File: src/rtl/gpio_pkg.sv
package gpio_pkg;

  typedef enum logic [1:0] {
    TRIG_HIGH = 2'b00,
    TRIG_LOW  = 2'b01,
    TRIG_RISE = 2'b10,
    TRIG_FALL = 2'b11
  } trig_e;

  localparam int unsigned MODE_OUT_BIT = 0;
  localparam int unsigned MODE_ALT_BIT = 1;
  localparam int unsigned FIELD_W      = 2;

endpackage

File: src/rtl/gpio_sync.sv
module gpio_sync #(
  parameter int unsigned W = 32
) (
  input  logic         clk_i,
  input  logic         rst_ni,
  input  logic [W-1:0] d_i,
  output logic [W-1:0] cur_o,
  output logic [W-1:0] prev_o
);

  logic [W-1:0] meta_q, cur_q, prev_q;

  always_ff @(posedge clk_i or negedge rst_ni) begin
    if (!rst_ni) begin
      meta_q <= '0;
      cur_q  <= '0;
      prev_q <= '0;
    end else begin
      meta_q <= d_i;
      cur_q  <= meta_q;
      prev_q <= cur_q;
    end
  end

  assign cur_o  = cur_q;
  assign prev_o = prev_q;

endmodule

File: src/rtl/gpio_trig_det.sv
module gpio_trig_det
  import gpio_pkg::*;
#(
  parameter int unsigned N = 16
) (
  input  logic [N-1:0]         cur_i,
  input  logic [N-1:0]         prev_i,
  input  logic [FIELD_W*N-1:0] trig_i,
  output logic [N-1:0]         hit_o
);

  for (genvar i = 0; i < N; i++) begin : g_pin
    trig_e code;
    assign code = trig_e'(trig_i[FIELD_W*i +: FIELD_W]);
    always_comb begin
      unique case (code)
        TRIG_HIGH: hit_o[i] = cur_i[i];
        TRIG_LOW:  hit_o[i] = ~cur_i[i];
        TRIG_RISE: hit_o[i] = cur_i[i] & ~prev_i[i];
        TRIG_FALL: hit_o[i] = ~cur_i[i] & prev_i[i];
        default:   hit_o[i] = 1'b0;
      endcase
    end
  end

endmodule

File: src/rtl/gpio_irq_agg.sv
module gpio_irq_agg #(
  parameter int unsigned N = 16
) (
  input  logic         clk_i,
  input  logic         rst_ni,
  input  logic [N-1:0] hit_i,
  input  logic [N-1:0] clr_i,
  input  logic [N-1:0] en_i,
  input  logic [N-1:0] mask_i,
  output logic [N-1:0] status_o,
  output logic         irq_o
);

  logic [N-1:0] status_q;
  logic         irq_q;

  // hit wins over a clear in the same cycle
  always_ff @(posedge clk_i or negedge rst_ni) begin
    if (!rst_ni) begin
      status_q <= '0;
      irq_q    <= 1'b0;
    end else begin
      status_q <= (status_q & ~clr_i) | hit_i;
      irq_q    <= |(status_q & en_i & ~mask_i);
    end
  end

  assign status_o = status_q;
  assign irq_o    = irq_q;

endmodule

File: src/rtl/gpio_irq_unit.sv
module gpio_irq_unit
  import gpio_pkg::*;
#(
  parameter int unsigned NPIN = 32,
  parameter int unsigned NIRQ = 16,
  parameter int unsigned DW   = 16,
  parameter int unsigned AW   = 5
) (
  input  logic            clk_i,
  input  logic            rst_ni,
  input  logic [AW-1:0]   addr_i,
  input  logic            we_i,
  input  logic [DW-1:0]   wdata_i,
  output logic [DW-1:0]   rdata_o,
  input  logic [NPIN-1:0] pin_i,
  output logic [NPIN-1:0] pin_o,
  output logic [NPIN-1:0] pin_oe_o,
  output logic            irq_o
);

  localparam int unsigned FPR      = DW / FIELD_W;   // fields per register
  localparam int unsigned NDATA    = NPIN / DW;
  localparam int unsigned NMODE    = NPIN / FPR;
  localparam int unsigned NTRIG    = NIRQ / FPR;
  localparam int unsigned IDX_DATA = 0;
  localparam int unsigned IDX_MODE = IDX_DATA + NDATA;
  localparam int unsigned IDX_TRIG = IDX_MODE + NMODE;
  localparam int unsigned IDX_STAT = IDX_TRIG + NTRIG;
  localparam int unsigned IDX_MASK = IDX_STAT + 1;
  localparam int unsigned IDX_EN   = IDX_MASK + 1;

  logic [AW-2:0]           wr_idx;
  logic                    unused_addr;
  logic [NPIN-1:0]         data_q;
  logic [FIELD_W*NPIN-1:0] mode_q;
  logic [FIELD_W*NIRQ-1:0] trig_q;   // indexed by pin
  logic [NIRQ-1:0]         mask_q, en_q, status_q, hit, clr;
  logic [NPIN-1:0]         sync_cur, sync_prev, oe, rd_pin;

  assign wr_idx      = addr_i[AW-1:1];
  assign unused_addr = addr_i[0];

  // ---------------- register writes ----------------
  always_ff @(posedge clk_i or negedge rst_ni) begin
    if (!rst_ni) begin
      data_q <= '0;
      mode_q <= '0;
      trig_q <= '0;
      mask_q <= '1;
      en_q   <= '0;
    end else if (we_i) begin
      for (int k = 0; k < NDATA; k++)
        if (int'(wr_idx) == IDX_DATA + k) data_q[k*DW +: DW] <= wdata_i;
      for (int k = 0; k < NMODE; k++)
        if (int'(wr_idx) == IDX_MODE + k) mode_q[k*DW +: DW] <= wdata_i;
      // trigger registers hold pin groups in reverse order
      for (int k = 0; k < NTRIG; k++)
        if (int'(wr_idx) == IDX_TRIG + k) trig_q[(NTRIG-1-k)*DW +: DW] <= wdata_i;
      if (int'(wr_idx) == IDX_MASK) mask_q <= wdata_i[NIRQ-1:0];
      if (int'(wr_idx) == IDX_EN)   en_q   <= wdata_i[NIRQ-1:0];
    end
  end

  assign clr = (we_i && int'(wr_idx) == IDX_STAT) ? wdata_i[NIRQ-1:0] : '0;

  // ---------------- pin path ----------------
  for (genvar p = 0; p < NPIN; p++) begin : g_oe
    assign oe[p] = mode_q[FIELD_W*p + MODE_OUT_BIT] & ~mode_q[FIELD_W*p + MODE_ALT_BIT];
  end

  assign pin_o    = data_q;
  assign pin_oe_o = oe;
  assign rd_pin   = (oe & data_q) | (~oe & sync_cur);

  gpio_sync #(.W(NPIN)) u_sync (
    .clk_i  (clk_i),
    .rst_ni (rst_ni),
    .d_i    (pin_i),
    .cur_o  (sync_cur),
    .prev_o (sync_prev)
  );

  logic unused_prev_hi;
  if (NPIN > NIRQ) begin : g_unused
    assign unused_prev_hi = ^sync_prev[NPIN-1:NIRQ];
  end else begin : g_nounused
    assign unused_prev_hi = 1'b0;
  end

  gpio_trig_det #(.N(NIRQ)) u_det (
    .cur_i  (sync_cur[NIRQ-1:0]),
    .prev_i (sync_prev[NIRQ-1:0]),
    .trig_i (trig_q),
    .hit_o  (hit)
  );

  gpio_irq_agg #(.N(NIRQ)) u_agg (
    .clk_i    (clk_i),
    .rst_ni   (rst_ni),
    .hit_i    (hit),
    .clr_i    (clr),
    .en_i     (en_q),
    .mask_i   (mask_q),
    .status_o (status_q),
    .irq_o    (irq_o)
  );

  // ---------------- read mux ----------------
  always_comb begin
    rdata_o = '0;
    for (int k = 0; k < NDATA; k++)
      if (int'(wr_idx) == IDX_DATA + k) rdata_o = rd_pin[k*DW +: DW];
    for (int k = 0; k < NMODE; k++)
      if (int'(wr_idx) == IDX_MODE + k) rdata_o = mode_q[k*DW +: DW];
    for (int k = 0; k < NTRIG; k++)
      if (int'(wr_idx) == IDX_TRIG + k) rdata_o = trig_q[(NTRIG-1-k)*DW +: DW];
    if (int'(wr_idx) == IDX_STAT) rdata_o[NIRQ-1:0] = status_q;
    if (int'(wr_idx) == IDX_MASK) rdata_o[NIRQ-1:0] = mask_q;
    if (int'(wr_idx) == IDX_EN)   rdata_o[NIRQ-1:0] = en_q;
  end

endmodule

File: config.mk
export PLATFORM = sky130hd
export DESIGN_NAME = gpio_irq_unit
export DESIGN_NICKNAME = d
export VERILOG_FILES = /design/src/rtl/gpio_pkg.sv /design/src/rtl/gpio_sync.sv /design/src/rtl/gpio_trig_det.sv /design/src/rtl/gpio_irq_agg.sv /design/src/rtl/gpio_irq_unit.sv
export SDC_FILE = /design/constraint.sdc
export NUM_CORES = 1
export LEC_CHECK = 0
export CAP_MARGIN = 30
export CORE_ASPECT_RATIO = 1.25
export CORE_MARGIN = 5
export CORE_UTILIZATION = 40
export CTS_CLUSTER_SIZE = 24
export DETAILED_ROUTE_END_ITERATION = 6
export PLACE_DENSITY = 0.72
export RECOVER_POWER = 50
export SLEW_MARGIN = 20
export SYNTH_ARGS = -nofsm -noshare
export SYNTH_HDL_FRONTEND = slang
export SYNTH_SLANG_ARGS = --single-unit
File: constraint.sdc
create_clock -name clk_i -period 2.39 [get_ports clk_i]
set_clock_uncertainty 0.2 [all_clocks]
set_input_delay 0.5975 -clock clk_i [delete_from_list [all_inputs] [get_ports clk_i]]
set_output_delay 0.5975 -clock clk_i [all_outputs]
set_load 0.01 [all_outputs]
==> reports/qor.txt, run 1 <==
Status: finished with violations
Failing checks: negative setup slack
Die H: 200.7 um
Max IR drop VDD: 0.5748 mV
Number of global-route vias before repair: 10.34k
Most frequent cells in the layout: 252 x buf_4, 241 x dfrtp_1, 165 x mux2_2
Post-Synth Adder-Cell Area: 0
Commonest non-fill, non-tap cell in the layout: buf_4
Critical Path Source Type: flop
TritonCTS clock tree: built
Drt first pass iters: 4
Worst-case hold slack: 0.1425 ns
Final worst slack: -0.7573 ns
Layout fillers: 2216
Final hold viol count: 0
Power consumption: 14.38 mW
Fmax: 0.3177 GHz
Core area: 0.02858 sq mm
First DRT Iteration DRCs: 738
Clock-pin slew on the worst setup and hold paths: 0.06 ns
Sequential Power Share: 0.399
Routed len/inst: 22.23 um
R2r endpoint: u_agg.irq_o
Max_cap viols: 0
Critical Path Sink Type: primary output
DRC errors left: 0
Boundary Pins: 137
Net Sw Power: 4.210 mW
Async S/R FF share, synth: 1.000
Crit path DAT: 2.35 ns
Switching part of the total: 0.2927
Largest family of logic cells by synthesized area: multiplexers
Distinct cells, synth: 55
Hold Crit Depth: 0
Number of warnings issued by yosys: 0
Die W: 162.5 um
Nets@finish: 1405
Total wire length: 39120 um
Routed via count: 9499
Final worst-path cycle share: 1.317
Syn Nets: 985
Tightest Hold Check Type: reg2reg
GRT overflow: 0
Number of antenna diodes: 0
Clock buffer count from CTS: 27
Remaining antenna violation count: 0
Initial Utilization: 0.4070
Worst-margin pin slew: 1.496 ns
Comb pwr share: 0.311
PwrDens: 828.6 mW/mm^2
Leak pwr: 7.778 nW
Worst rel slew slack: 0.002578
Seq/Total Area, Yosys: 0.5546
WHS Endpoint: u_sync.cur_o[21]
Post-layout util: 0.6075
Critical Path RT: 1.59 ns
Flop and latch count out of synthesis: 257
Xor and xnor area share after synthesis: 0.02259
Die area: 0.03261 sq mm
P_int: 10.17 mW
Cell area after synthesis: 0.01163 sq mm
CTS root buf: clkbuf_16
Max Slew Vio Count: 0
Largest net degree at the start of global routing: 53
Simple-Gate Fraction of Synth Area: 0.08563
Period minus WS final: 3.147 ns
Vias per std cell: 5.397
Initial antenna violation count: 0
Mux share of post-synthesis cell area: 0.1910
Gpl congestion: 0.9710
Clk pwr share: 0.290
Post-Syn Instances: 929
CTS Sinks: 257
First-pass GRT wire length: 60110 um
Max FO, Critical Path: 2
Core Rows: 69
Tot GR Track Use: 0.2361
Synthesis-to-layout area growth: 49.25%
Clock Latency Late Sink: 0.54 ns
Post-DP HPWL: 27500 um
Type of the worst setup path: reg2out
Max Buffers Root-to-Sink: 3
Dominant synthesized flop cell: dfrtp_1
H-tree depth: 1
Post-synth EDFFs: 0
Layout cells sized above 1: 0.5095
Compound-cell area share of the yosys netlist: 0.1130
Reg2Reg Depth: 3
Reg-to-Reg Start: mask_q[4]
R2R Setup Slk: 0.66 ns
Worst Hold Launch: u_sync.meta_q[21]
I/O Buffers: 135
Synthesized area per cell: 12.52 sq um
RSZ-0062 raised after global routing: true
Final Setup Violations: 17
[logic make-up (layout without fill, tap and decap cells)]
group                  after synthesis  count (layout)
flip-flops                         257             257
AO/OA/AOI/OAI                      204             204
multiplexers                       200             200
AND/OR/NAND/NOR                    168             169
buffers and inverters               70             510
XOR/XNOR                            30              30
[worst max-delay path by stage]
stage / startpoint / to / slack [ns]
finish: mode_q[15] / rdata_o[7] / -0.76
global route: mode_q[15] / rdata_o[7] / -0.81
CTS: mode_q[15] / rdata_o[7] / -0.81
detailed placement: addr_i[3] / rdata_o[8] / -1.29
global placement: addr_i[3] / rdata_o[8] / -1.26
floorplan: addr_i[2] / rdata_o[14] / -0.06
[layout make-up]
| type | count | area (sq um) | area share |
|---|---|---|---|
| flip-flops and latches | 257 | 6451 | 0.3716 |
| multi-input cells | 603 | 5577 | 0.3212 |
| repair buffers | 449 | 3921 | 0.2259 |
| clock buffers | 40 | 734.5 | 0.04231 |
| well taps | 390 | 488.0 | 0.02811 |
| clock inverters | 10 | 137.6 | 0.007929 |
| inverters | 11 | 50.05 | 0.002883 |
[repair_timing]
item | 4_1_cts | 5_1_grt
hold buffers | 1 | 0
gates cloned | 4 | 0
resized for setup | 293 | 101
endpoints found under the setup margin | 96 | 48
hold endpoints to repair | 42 | 0
pin swaps | 52 | 40
buffers inserted | 46 | 11
[layer usage]
layer / share of wire / vias to the layer above / GRT usage
met5: 0 / - / 0
met4: 0.042 / 0 / 0.09519
met3: 0.067 / 104 / 0.04375
met2: 0.49 / 380 / 0.3947
met1: 0.40 / 4808 / 0.3023
li1: - / 4207 / -
[sequential cells by signal, indices dropped and copies added, names as in the netlist]
name	flops
en_q	16
mask_q	16
trig_q	32
u_sync.cur_o	32
pin_o	32
u_agg.status_o	16
u_sync.meta_q	32
u_agg.irq_o	1
u_sync.prev_o	16
mode_q	64
[worst max-delay path, stage by stage, from the launching register on]
cell and delay, ns:
dfrtp_1 0.38, and2b_2 0.25, mux2_4 0.34, a221oi_4 0.27, o21ai_2 0.09, a221o_1 0.33, buf_2 0.15
[through the flow]
| step | TNS (ns) | worst slack [ns] | instances | cell area, sq um |
|---|---|---|---|---|
| after CTS | -8.679 | -0.8081 | 1751 | 17160 |
| final | -8.355 | -0.7573 | 1760 | 17360 |
| after global placement | -70.14 | -1.261 | 1651 | 15410 |
| after detailed placement | -75.27 | -1.288 | 1651 | 15410 |
| after floorplan | -0.4903 | -0.06312 | 929 | 11770 |
| after global routing | -10.04 | -0.8093 | 1760 | 17360 |
[power groups by stage]
stage                     clock network, mW  logic, mW  registers (mW)
after floorplan                           0       1.56            5.67
after global placement                    0       3.93            5.64
after detailed placement                  0       3.99            5.68
after CTS                              4.26       4.35            5.68
after global routing                   4.42       4.75            5.82
final                                  4.18       4.48            5.73
[Yosys cell counts, types with 4 or more instances]
cell      number  area (sq um)
buf_2         14         70.07
o22ai_1       34         212.7
clkbuf_1      24         90.09
a21oi_1       44         220.2
dfrtp_1      241          6031
o21ai_0       44         220.2
nor2b_1       35         219.0
xnor2_1       16         140.1
inv_1          9         33.78
nor2_1        23         86.33
mux2i_1       27         270.3
o211ai_1      31         232.7
dfstp_2       16         420.4
nand4_1        5         31.28
o21ai_1        4         20.02
nand2b_1       7         43.79
a21o_1        18         135.1
nand3b_1      24         180.2
nand2_1       49         183.9
mux2_2       169          1903
a22oi_1        6         45.04
buf_6          8         90.09
buf_4         12         90.09
xor2_1        14         122.6
a221o_1        9         90.09
Power figures use the tool's default switching activity.
==> run 2: changes to the inputs <==
--- a/config.mk
+++ b/config.mk
@@ -7,7 +7,6 @@
 export LEC_CHECK = 0
 export CAP_MARGIN = 30
 export CORE_ASPECT_RATIO = 1.25
-export CORE_MARGIN = 5
 export CORE_UTILIZATION = 40
 export CTS_CLUSTER_SIZE = 24
 export DETAILED_ROUTE_END_ITERATION = 6
==> run 2 against run 1 <==
  * The flow still finishes with violations (negative setup slack)
  * Worst setup slack lost 0.026 ns
  * Hold slack gained 0.0034 ns
  * Critical path depth is the same
  * Die area shrank 8.7%
  * First-iteration DRC count shrank 23%
  * Sequential power shrank 0.9%
  * Register-to-register slack gained 0.02 ns
  * Clock power shrank 8.4%
  * Clock-buffer cell count grew 2
  * Total power shrank 3.3%
  * Core utilization shrank 0.38 points
  * Non-clock buffer count grew 11
  * Critical path type unchanged
  * Critical endpoint unchanged
  * Highest routed layer is now met5
==> reports/qor.txt, run 2 (synthesized netlist as in run 1, its figures left out) <==
Max_cap viols: 0 (unchanged)
Most frequent cells in the layout: 256 x buf_4, 241 x dfrtp_1, 165 x mux2_2
Drt first pass iters: 5 (+1)
Worst-margin pin slew: 1.306 ns (-0.1899 ns)
Critical Path Source Type: flop
Number of global-route vias before repair: 9863 (-4.7%)
Final hold viol count: 0 (unchanged)
Max IR drop VDD: 0.6783 mV (+18%)
Clock buffer count from CTS: 25 (-7.4%)
Gpl congestion: 0.9105 (-6.2%)
DRC errors left: 0 (unchanged)
Routed via count: 9423 (-0.80%)
Number of antenna diodes: 0 (unchanged)
Crit path largest cell delay: 0.38 ns (about the same)
Worst rel slew slack: 0.1292 (+0.1266)
Critical Path RT: 1.59 ns (about the same)
Status: finished with violations
Final Setup Violations: 16 (-1)
Total wire length: 37690 um (-3.7%)
Net Sw Power: 4.013 mW (-4.7%)
R2R Setup Slk: 0.68 ns (+0.02 ns)
H-tree depth: 1 (unchanged)
Final worst slack: -0.7836 ns (-0.02627 ns)
CTS Sinks: 257 (unchanged)
Critical Path Sink Type: primary output
Sequential Power Share: 0.408 (+0.009)
Remaining antenna violation count: 0 (unchanged)
Nets@finish: 1414 (+0.64%)
I/O Buffers: 135 (unchanged)
Synthesis-to-layout area growth: 47.86%
Type of the worst setup path: reg2out
Final worst-path cycle share: 1.328 (+0.01099)
Initial Utilization: 0.4083 (+0.001233)
Max Slew Vio Count: 0 (unchanged)
Die area: 0.02977 sq mm (-8.7%)
Layout cells sized above 1: 0.4942 (-0.01531)
Delay-heaviest family, CP: compound AO/OA/AOI/OAI gates
P_int: 9.891 mW (-2.8%)
Max Buffers Root-to-Sink: 3 (unchanged)
Vias per std cell: 5.450 (+0.98%)
Tot GR Track Use: 0.2545 (+0.01833)
PwrDens: 808.4 mW/mm^2 (-2.4%)
Most flops, register: mode_q
Failing checks: negative setup slack
GRT overflow: 0 (unchanged)
Routed len/inst: 21.80 um (-1.9%)
Post-layout util: 0.6036 (-0.003825)
First DRT Iteration DRCs: 566 (-23%)
Switching part of the total: 0.2886 (-0.004109)
TritonCTS clock tree: built
Max FO, Critical Path: 2 (unchanged)
Period minus WS final: 3.174 ns (+0.02627 ns)
Crit-path cells: and2b_2, mux2_4, a221oi_2, o21ai_2, a221o_1, buf_2
Post-route setup TNS: -8.411 ns (-0.05588 ns)
First-pass GRT wire length: 57080 um (-5.0%)
Core area: 0.02849 sq mm (-0.30%)
Leak pwr: 7.648 nW (-1.7%)
Clock Latency Late Sink: 0.53 ns (about the same)
Largest net degree at the start of global routing: 56 (+5.7%)
Clk pwr share: 0.276 (-0.014)
Crit path DAT: 2.38 ns (+0.03 ns)
CTS root buf: clkbuf_16
Core Rows: 69 (unchanged)
Max reg flops: 64 (unchanged)
Initial antenna violation count: 1 (+1)
Die W: 154.5 um (-4.9%)
CP max stage cell: dfrtp_1
Boundary Pins: 137 (unchanged)
Tightest Hold Check Type: reg2reg
Fmax: 0.3151 GHz (-0.83%)
WP buf/inv: 1 (unchanged)
Die H: 192.7 um (-4.0%)
Commonest non-fill, non-tap cell in the layout: buf_4
RSZ-0062 raised after global routing: true
Comb pwr share: 0.316 (+0.005)
Post-DP HPWL: 26940 um (-2.0%)
Clock-pin slew on the worst setup and hold paths: 0.06 ns (about the same)
## run 2: cell count changes in the layout (fill, tap and decap cells not counted), moves of 4 or more
cell,delta
buf_4,+4
clkbuf_1,-4
clkbuf_2,-6
clkbuf_8,+9
clkdlybuf4s15_1,+7
clkdlybuf4s50_1,+16
dlygate4sd2_1,-4
dlymetal6s2s_1,-10
mux2i_1,+10
mux2i_4,-9
nor2b_2,+6
nor2b_4,-8
o22ai_2,-4
## run 2: what timing repair did
action,in CTS,in global routing
pin swaps,39,45
setup endpoints to repair,49,33
hold buffers,1,0
buffers inserted,41,13
cloned,3,1
gates resized for setup,271,61
hold endpoints to repair,37,0
## run 2: layout make-up
cell class	instances	area [sq um]
repair buffers	460	4044
fillers	2277	11290
flip-flops and latches	257	6451
multi-input cells	603	5429
well taps	355	444.2
inverters	11	45.04
clock inverters	1	5.005
clock buffers	42	779.5
## run 2: power by group through the flow
stage                     sequential, mW  clock, mW  combinational (mW)
final                               5.68       3.83                4.39
after global routing                5.74       4.09                4.65
after CTS                           5.65       3.90                4.30
after detailed placement            5.67          0                4.00
after global placement              5.64          0                3.93
after floorplan                     5.67          0                1.56
## run 2: worst register-to-register path, delay by kind of cell, from the launching register on
kind | cells | cell delay [ns]
flops | 1 | 0.55
simple gates | 3 | 0.81
## run 2: path summary, 6_finish.rpt
kind	to	cells past startpoint	start
min in group asynchronous	pin_o[13]	2	rst_ni
hold / removal	u_sync.cur_o[11]	0	u_sync.meta_q[11]
hold reg to reg	u_sync.cur_o[11]	0	u_sync.meta_q[11]
setup reg to reg	u_agg.irq_o	3	mask_q[11]
max in group asynchronous	mask_q[3]	3	rst_ni
setup / recovery	rdata_o[7]	6	mode_q[15]
## run 2: routing by layer
metal	routed length, um	vias to the layer above	global-route usage
li1	-	4214	-
met2	19240	315	0.4539
met3	1741	87	0.02919
met4	1244	2	0.08568
met1	15460	4805	0.3204
met5	8	-	0
## run 2: stage by stage
step                cell area (sq um)  setup slack, ns  total power, mW  hold slack [ns]  std cells
finish                          17200          -0.7836            13.90           0.1458       1729
global route                    17200          -0.8346            14.48           0.1499       1729
CTS                             17080          -0.7848            13.84           0.1486       1720
detailed placement              15550           -1.490            9.677           0.1347       1633
global placement                15550           -1.495            9.569           0.1323       1633
floorplan                       11770         -0.06312            7.231           0.1019        929
